==> config.mk <==
export PLATFORM = sky130hd
export DESIGN_NAME = sstat_reg
export DESIGN_NICKNAME = d
export VERILOG_FILES = /design/src/rtl/sstat_pkg.sv /design/src/rtl/sstat_decode.sv /design/src/rtl/sstat_flag_bit.sv /design/src/rtl/sstat_arm.sv /design/src/rtl/sstat_idle_gate.sv /design/src/rtl/sstat_reg.sv
export SDC_FILE = /design/constraint.sdc
export NUM_CORES = 1
export LEC_CHECK = 0
export BUFFER_PORTS_ARGS = -buffer_cell sky130_fd_sc_hd__buf_2
export CORE_MARGIN = 3
export CORE_UTILIZATION = 45
export DETAILED_ROUTE_END_ITERATION = 8
export PLACE_DENSITY = 0.77
export SLEW_MARGIN = 20
export SYNTH_ARGS = -nofsm -noshare
export SYNTH_HDL_FRONTEND = slang
export SYNTH_HIERARCHICAL = 1
export SYNTH_SLANG_ARGS = --single-unit
==> constraint.sdc <==
create_clock -name clk -period 1.7 [get_ports clk]
set_input_delay 0.255 -clock clk [delete_from_list [all_inputs] [get_ports clk]]
set_output_delay 0.255 -clock clk [all_outputs]
set_load 0.01 [all_outputs]
==> src/rtl/sstat_pkg.sv <==
package sstat_pkg;
   // kind of bus access seen in a cycle
   typedef enum logic [1:0] {
      ACC_NONE = 2'd0,
      ACC_STAT = 2'd1,
      ACC_DATA = 2'd2
   } acc_kind_e;
endpackage

==> src/rtl/sstat_decode.sv <==
module sstat_decode #(
   parameter int unsigned ADDR_W   = 2,
   parameter int unsigned ADR_HI   = 0,
   parameter int unsigned ADR_LO   = 1,
   parameter int unsigned ADR_DATA = 2
) (
   input  logic                  bus_rd,
   input  logic                  bus_wr,
   input  logic [ADDR_W-1:0]     bus_addr,
   output sstat_pkg::acc_kind_e  kind,
   output logic                  rd_hi,
   output logic                  rd_lo
);
   import sstat_pkg::*;

   logic hit_hi, hit_lo, hit_data;

   always_comb begin
      hit_hi   = (bus_addr == ADDR_W'(ADR_HI));
      hit_lo   = (bus_addr == ADDR_W'(ADR_LO));
      hit_data = (bus_addr == ADDR_W'(ADR_DATA));
      rd_hi    = bus_rd && hit_hi;
      rd_lo    = bus_rd && hit_lo;
      if ((bus_rd || bus_wr) && hit_data)
         kind = ACC_DATA;
      else if (rd_hi || rd_lo)
         kind = ACC_STAT;
      else
         kind = ACC_NONE;
   end
endmodule

==> src/rtl/sstat_flag_bit.sv <==
module sstat_flag_bit #(
   parameter logic RST_VAL = 1'b0
) (
   input  logic clk,
   input  logic rst,
   input  logic set,
   input  logic clr,
   output logic q
);
   always_ff @(posedge clk) begin
      if (rst)
         q <= RST_VAL;
      else if (set)
         q <= 1'b1;
      else if (clr)
         q <= 1'b0;
   end

   AST_SET_WINS: assert property (@(posedge clk) disable iff (rst)
      set |=> q);
   AST_FALL_NEEDS_CLR: assert property (@(posedge clk) disable iff (rst)
      $fell(q) |-> $past(clr));
endmodule

==> src/rtl/sstat_arm.sv <==
module sstat_arm #(
   parameter int unsigned          WORD_W = 16,
   parameter logic [WORD_W-1:0]    MASK   = '1
) (
   input  logic                  clk,
   input  logic                  rst,
   input  sstat_pkg::acc_kind_e  kind,
   input  logic [WORD_W-1:0]     flags,
   output logic [WORD_W-1:0]     clr_vec
);
   import sstat_pkg::*;

   logic [WORD_W-1:0] snap_q;

   always_ff @(posedge clk) begin
      if (rst)
         snap_q <= '0;
      else if (kind == ACC_DATA)
         snap_q <= '0;
      else if (kind == ACC_STAT)
         snap_q <= flags & MASK;
   end

   assign clr_vec = (kind == ACC_DATA) ? snap_q : '0;

   AST_SNAP_FLUSH: assert property (@(posedge clk) disable iff (rst)
      (kind == ACC_DATA) |=> (snap_q == '0));
   AST_SNAP_LOAD: assert property (@(posedge clk) disable iff (rst)
      (kind == ACC_STAT) |=> (snap_q == $past(flags & MASK)));
   AST_LATE_FLAG_KEPT: assert property (@(posedge clk) disable iff (rst)
      1'b1 |=> ((flags & $past(flags & ~snap_q & MASK))
                == $past(flags & ~snap_q & MASK)));
endmodule

==> src/rtl/sstat_idle_gate.sv <==
module sstat_idle_gate (
   input  logic clk,
   input  logic rst,
   input  logic full_set,
   input  logic idle_set,
   input  logic idle_clr,
   output logic ok
);
   always_ff @(posedge clk) begin
      if (rst)
         ok <= 1'b1;
      else if (full_set)
         ok <= 1'b1;
      else if (idle_clr && !(idle_set && ok))
         ok <= 1'b0;
   end
endmodule

==> src/rtl/sstat_reg.sv <==
module sstat_reg #(
   parameter int unsigned             BYTE_W      = 8,
   parameter int unsigned             ADDR_W      = 2,
   parameter int unsigned             ADR_HI      = 0,
   parameter int unsigned             ADR_LO      = 1,
   parameter int unsigned             ADR_DATA    = 2,
   parameter logic [2*BYTE_W-1:0]     STICKY_MASK = 16'h033F,
   parameter logic [2*BYTE_W-1:0]     RESET_VAL   = 16'h0300,
   parameter int unsigned             LIVE_BIT    = 6,
   parameter int unsigned             IDLE_BIT    = 5,
   parameter int unsigned             FULL_BIT    = 4,
   parameter bit                      IDLE_REARM  = 1'b1
) (
   input  logic                  clk,
   input  logic                  rst,
   input  logic                  bus_rd,
   input  logic                  bus_wr,
   input  logic [ADDR_W-1:0]     bus_addr,
   output logic [BYTE_W-1:0]     rd_data,
   input  logic [2*BYTE_W-1:0]   evt_set,
   input  logic                  rx_active,
   output logic [2*BYTE_W-1:0]   flags_o
);
   import sstat_pkg::*;

   localparam int unsigned WORD_W = 2 * BYTE_W;

   // elaboration-time parameter checks
   if (ADR_HI == ADR_LO || ADR_HI == ADR_DATA || ADR_LO == ADR_DATA)
      $error("sstat_reg: bus addresses must be distinct");
   if (BYTE_W < 1)
      $error("sstat_reg: BYTE_W must be at least 1");
   if (LIVE_BIT >= WORD_W || IDLE_BIT >= WORD_W || FULL_BIT >= WORD_W)
      $error("sstat_reg: flag position outside the word");
   if (STICKY_MASK[LIVE_BIT])
      $error("sstat_reg: live bit cannot be sticky");
   if ((RESET_VAL & ~STICKY_MASK) != '0)
      $error("sstat_reg: reset value on a non-sticky bit");

   acc_kind_e         kind;
   logic              rd_hi, rd_lo;
   logic [WORD_W-1:0] flags;
   logic [WORD_W-1:0] clr_vec;
   logic [WORD_W-1:0] set_eff;
   logic              idle_ok;

   sstat_decode #(
      .ADDR_W(ADDR_W), .ADR_HI(ADR_HI), .ADR_LO(ADR_LO), .ADR_DATA(ADR_DATA)
   ) u_dec (
      .bus_rd(bus_rd), .bus_wr(bus_wr), .bus_addr(bus_addr),
      .kind(kind), .rd_hi(rd_hi), .rd_lo(rd_lo)
   );

   sstat_arm #(.WORD_W(WORD_W), .MASK(STICKY_MASK)) u_arm (
      .clk(clk), .rst(rst), .kind(kind), .flags(flags), .clr_vec(clr_vec)
   );

   // idle re-arm variant chosen by parameter
   if (IDLE_REARM) begin : g_rearm
      sstat_idle_gate u_idle (
         .clk(clk), .rst(rst),
         .full_set(evt_set[FULL_BIT]),
         .idle_set(evt_set[IDLE_BIT]),
         .idle_clr(clr_vec[IDLE_BIT]),
         .ok(idle_ok)
      );
   end else begin : g_free
      assign idle_ok = 1'b1;
   end

   always_comb begin
      set_eff = evt_set & STICKY_MASK;
      if (!idle_ok)
         set_eff[IDLE_BIT] = 1'b0;
   end

   // one cell per bit: sticky flag, live level, or constant zero
   for (genvar i = 0; i < WORD_W; i++) begin : g_bit
      if (STICKY_MASK[i]) begin : g_sticky
         sstat_flag_bit #(.RST_VAL(RESET_VAL[i])) u_flag (
            .clk(clk), .rst(rst),
            .set(set_eff[i]), .clr(clr_vec[i]), .q(flags[i])
         );
      end else if (i == LIVE_BIT) begin : g_live
         logic live_q;
         always_ff @(posedge clk) begin
            if (rst) live_q <= 1'b0;
            else     live_q <= rx_active;
         end
         assign flags[i] = live_q;
      end else begin : g_zero
         assign flags[i] = 1'b0;
      end
   end

   always_comb begin
      if (rd_hi)
         rd_data = flags[WORD_W-1:BYTE_W];
      else if (rd_lo)
         rd_data = flags[BYTE_W-1:0];
      else
         rd_data = '0;
   end

   assign flags_o = flags;

   if (IDLE_REARM) begin : g_idle_chk
      AST_IDLE_HELD: assert property (@(posedge clk) disable iff (rst)
         (!idle_ok && !flags[IDLE_BIT]) |=> !flags[IDLE_BIT]);
   end
   AST_NO_DATA_NO_CLR: assert property (@(posedge clk) disable iff (rst)
      ((kind != ACC_DATA) && ((flags & STICKY_MASK) != '0))
         |=> ((flags & $past(flags & STICKY_MASK)) == $past(flags & STICKY_MASK)));
endmodule

After elaboration in Yosys (flattened, before gate mapping)
Cells that the tools add are included.

Equality and inequality tests: 4. Mux-type cells: 18. Reductions and logical operators: 19.

Operators by type and width (number): 1-bit 2-to-1 mux (14); 7-bit 2-to-1 mux (2); 2-bit nonzero test (6); 10-bit 2-to-1 mux (1); 2-bit OR reduction (4); 1-bit logical AND (5); 2-bit by 1-bit equality test with 1-bit output, second input constant (2); 2-bit equality test, second input constant (2); 2-bit logical NOT (1); 1-bit logical OR (2); 2-bit 2-to-1 mux (1); 1-bit logical NOT (1).

Register bits: 18. Input port bits: 23.

Longest topological paths before layout
Depth in word-level cells: 9. Gate-level depth with buffers: 7. Depth with buffers taken out: 6.

Cells and area by module
The synthesis kept the hierarchy.

By module, submodules not included: sstat_arm (times used 1, cells each 53, area each 486.7 um2, seq. area each 160.2 um2); sstat_flag_bit (g_bit[0].g_sticky.u_flag ...) (times used 6, cells each 4, area each 38.8 um2, seq. area each 20.0 um2); sstat_reg (times used 1, cells each 21, area each 166.4 um2, seq. area each 20.0 um2); sstat_flag_bit (g_bit[8].g_sticky.u_flag ...) (times used 2, cells each 4, area each 32.5 um2, seq. area each 20.0 um2); sstat_decode (times used 1, cells each 5, area each 38.8 um2, seq. area each 0.0 um2); sstat_idle_gate (times used 1, cells each 3, area each 35.0 um2, seq. area each 20.0 um2).

Worst setup path after synthesis
OpenSTA, ideal clock, no wires.

Kind: input to register. Start point: input port bus_wr. End point: register g_rearm.u_idle.ok. Arrival time: 1377 ps. Slack: 203 ps. Cell stages on the path: 7. Path buffers: 1. Path through: nor2_1 > nor3b_1 > clkbuf_1 > and2b_2 > and2_1 > nand2b_1 > a211o_1.

Cells in the longest elaborated chain, start to end: 6.

RTL lines: start, declared (line sstat_reg.sv:17) `input logic bus_wr,`; 1-bit logical OR (line sstat_decode.sv:24) `if ((bus_rd || bus_wr) && hit_data)`; 1-bit logical AND (line sstat_decode.sv:24); 2-bit 2-to-1 mux (line sstat_decode.sv:24); net kind[1] (line sstat_reg.sv:40) `acc_kind_e kind;`; 2-bit equality test (line sstat_arm.sv:24) `assign clr_vec = (kind == ACC_DATA) ? snap_q : '0;`; 10-bit 2-to-1 mux (line sstat_arm.sv:24); net clr_vec[5] (line sstat_reg.sv:43) `logic [WORD_W-1:0] clr_vec;`; 1-bit logical AND (line sstat_idle_gate.sv:14) `else if (idle_clr && !(idle_set && ok))`; end signal, assigned (line sstat_idle_gate.sv:11) `ok <= 1'b1;`; end signal, assigned (line sstat_idle_gate.sv:13) `ok <= 1'b1;`; end signal, assigned (line sstat_idle_gate.sv:15) `ok <= 1'b0;`; end, declared (line sstat_idle_gate.sv:7) `output logic ok`.

The timed path passes the listed nets, and every way through them passes these cells. A chain may end at the register's enable or synchronous reset.

Worst setup path in the final report
Start point: input port bus_rd. End point: output port rd_data[3].

Elaborated cells between the ends (all ways): 4.

RTL lines: start, declared (line sstat_reg.sv:16) `input logic bus_rd,`; 1-bit logical AND (line sstat_decode.sv:22) `rd_hi = bus_rd && hit_hi;`; net rd_hi (line sstat_reg.sv:41) `logic rd_hi, rd_lo;`; 7-bit 2-to-1 mux (line sstat_reg.sv:97) `if (rd_hi)`; end, declared (line sstat_reg.sv:19) `output logic [BYTE_W-1:0] rd_data,`.

The timed path passes the listed nets, and every way through them passes these cells.

==> results.py <==
metrics = {
    "power": {
        "ir_drop_mv": 0.458,
        "share_seq_of_total_power_pct": 53.4,
        "switching_share_pct": 25.7,
        "p_leak_nw": 0.540,
        "netSwitchingPower_mw": 0.219,
        "intPower_mw": 0.634,
        "power_density_mw_per_mm2": 743,
        "pwr-share-clk_pct": 31.2,
        "combPwrFrac_pct": 15.4,
        "total_power_mw": 0.853,
    },
    "status": {
        "outcome": "complete, no violations",
    },
    "sta": {
        "rsz0062_at_grt": "no",
        "layout_worst_path_cycle_share_pct": 84.1,
        "setup_ws_ns": 0.271,
        "clock.fmax_mhz": 700,
        "clock_skew_ns": 0.00153,
        "final_hold_viol_count": 0,
        "min_period_ns": 1.43,
        "tns_ns": 0,
        "final_max_slew_viol_count": 0,
        "setup_viol": 0,
    },
    "place": {
        "port_buffers": 30,
        "hpwl_microns": 1280,
        "post_dp_cell_area_sq_mm": 0.00111,
        "pre_cts_ws_ns": 0.214,
        "gp_congestion": 0.714,
    },
    "grt": {
        "grt.total_usage_pct": 15.3,
        "grt_pass1_vias": 701,
        "antenna_found_initial": 0,
        "grt_overflow": 0,
        "grt_max_degree": 27,
        "grt_pass1_wl_microns": 3040,
    },
    "route": {
        "vias": 783,
        "totalWireLength_microns": 1810,
        "wire_per_inst_microns": 11.0,
        "ant_nets": 0,
        "drt_iter0_drc": 8,
        "drc": 0,
        "first_pass_iters": 4,
        "vias_per_cell": 4.77,
    },
    "clock_network": {
        "root_buffer": "clkbuf_4",
        "hold_buffers": 0,
        "post_cts_resized": 0,
        "clkSlewWorstSetupHoldPaths_ns": 0.10,
        "clockBufferDepth": 2,
        "cts.sinks": 18,
        "postCtsSetupBuffers": 0,
        "clk_latency_ns": 0.29,
        "htree_levels": 1,
        "cts_tree": "done",
        "cts_buffers": 3,
    },
    "min_path": {
        "hp-class": "input pin to flip-flop",
    },
    "floorplan": {
        "rows": 16,
        "die-width_microns": 52.2,
        "io_pins": 47,
        "core-area_sq_mm": 0.00198,
        "fp.dieH_microns": 52.2,
        "start_util_pct": 48.5,
        "dieArea_sq_mm": 0.00273,
    },
    "setup_path": {
        "critical_path_class": "input pin to output port",
        "cp-end-kind": "output port",
        "crit_fanout": 7,
        "crit_arrival_ns": 1.17,
        "required_ns": 1.44,
        "start_kind": "input pin",
    },
    "final_layout": {
        "postLayoutCoreUtil_pct": 57.9,
        "postLayoutCellArea_sq_mm": 0.00115,
        "syn_to_final_growth_pct": 19.4,
        "num_antenna_cells": 0,
        "nFillCells": 195,
        "nets": 161,
        "drive_above_1_share_pct": 33.6,
    },
    "logic_synthesis": {
        "netlist_instances": 105,
        "synth-warning-count": 6,
        "syn_avg_cell_area_sq_um": 9.15,
        "syn_area_sq_um": 961,
    },
    "flow_run": {
        "cap_violations": 0,
    },
}
[worst max-delay path, stage by stage]
cell     delay [ns]
buf_2          0.10
nor2b_4        0.12
and2b_1        0.21
nor2b_4        0.21
and2_1         0.15
buf_2          0.12
[path summary, 6_finish.rpt]
check / start / to / slack, ns / cells past startpoint
worst max-delay path: bus_rd / rd_data[3] / 0.27 / 6
worst min-delay path: evt_set[8] / g_bit[8].g_sticky.u_flag/q / 0.15 / 3
worst max register to register: u_arm/snap_q[5] / g_rearm.u_idle/ok / 0.77 / 3
worst min register to register: u_arm/snap_q[8] / u_arm/snap_q[8] / 0.48 / 2
[layout make-up]
type                       instances  area, sq um  share of cell area [%]
clock buffer                       4         36.3                    3.16
inverter                           8         30.0                    2.62
multi-input combinational         75          522                    45.5
sequential                        18          360                    31.4
tap                               27         33.8                    2.94
timing repair buffer              32          165                    14.4
[power groups by stage]
stage,Sequential (mW),Combinational [mW],Clock [mW]
floorplan,0.468,0.0901,0
global placement,0.464,0.130,0
detailed placement,0.465,0.132,0
finish,0.455,0.132,0.266
CTS,0.456,0.133,0.276
global route,0.459,0.149,0.301
[sequential cells by signal, summed over array words and instances, names as in the netlist]
name,cells
g_bit.g_live.live_q,1
g_bit.g_sticky.u_flag/q,8
g_rearm.u_idle/ok,1
u_arm/snap_q,8
[layer usage]
layer  global-route usage, %  wire [microns]  vias to the layer above
met5                       0               0                        -
met4                    7.66              34                        0
met3                    2.56             100                        5
met2                    24.3             868                       26
met1                    19.9             807                      357
li1                        -               -                      395
[metrics by stage]
step	cells	hold slack (ns)
floorplan	112	0.317
global placement	160	0.437
detailed placement	160	0.459
CTS	164	0.144
global route	164	0.137
finish	164	0.149
[layout by cell type, fill, tap and decap left out]
cell and n:
inv_1 8, nor2b_4 2, xor2_2 1, clkbuf_4 3, nor2_1 3, and2b_1 1
o21ai_1 2, and2b_2 1, a22o_1 2, a21oi_2 6, nand4bb_1 8, conb_1 8
and2_1 15, a211o_1 1, nor2b_1 1, buf_4 2, nor3b_1 1, buf_2 30
clkbuf_8 1, o21ai_0 8, dfxtp_1 18, nand2b_1 15
Note: power is estimated with default switching activity, not from simulation.
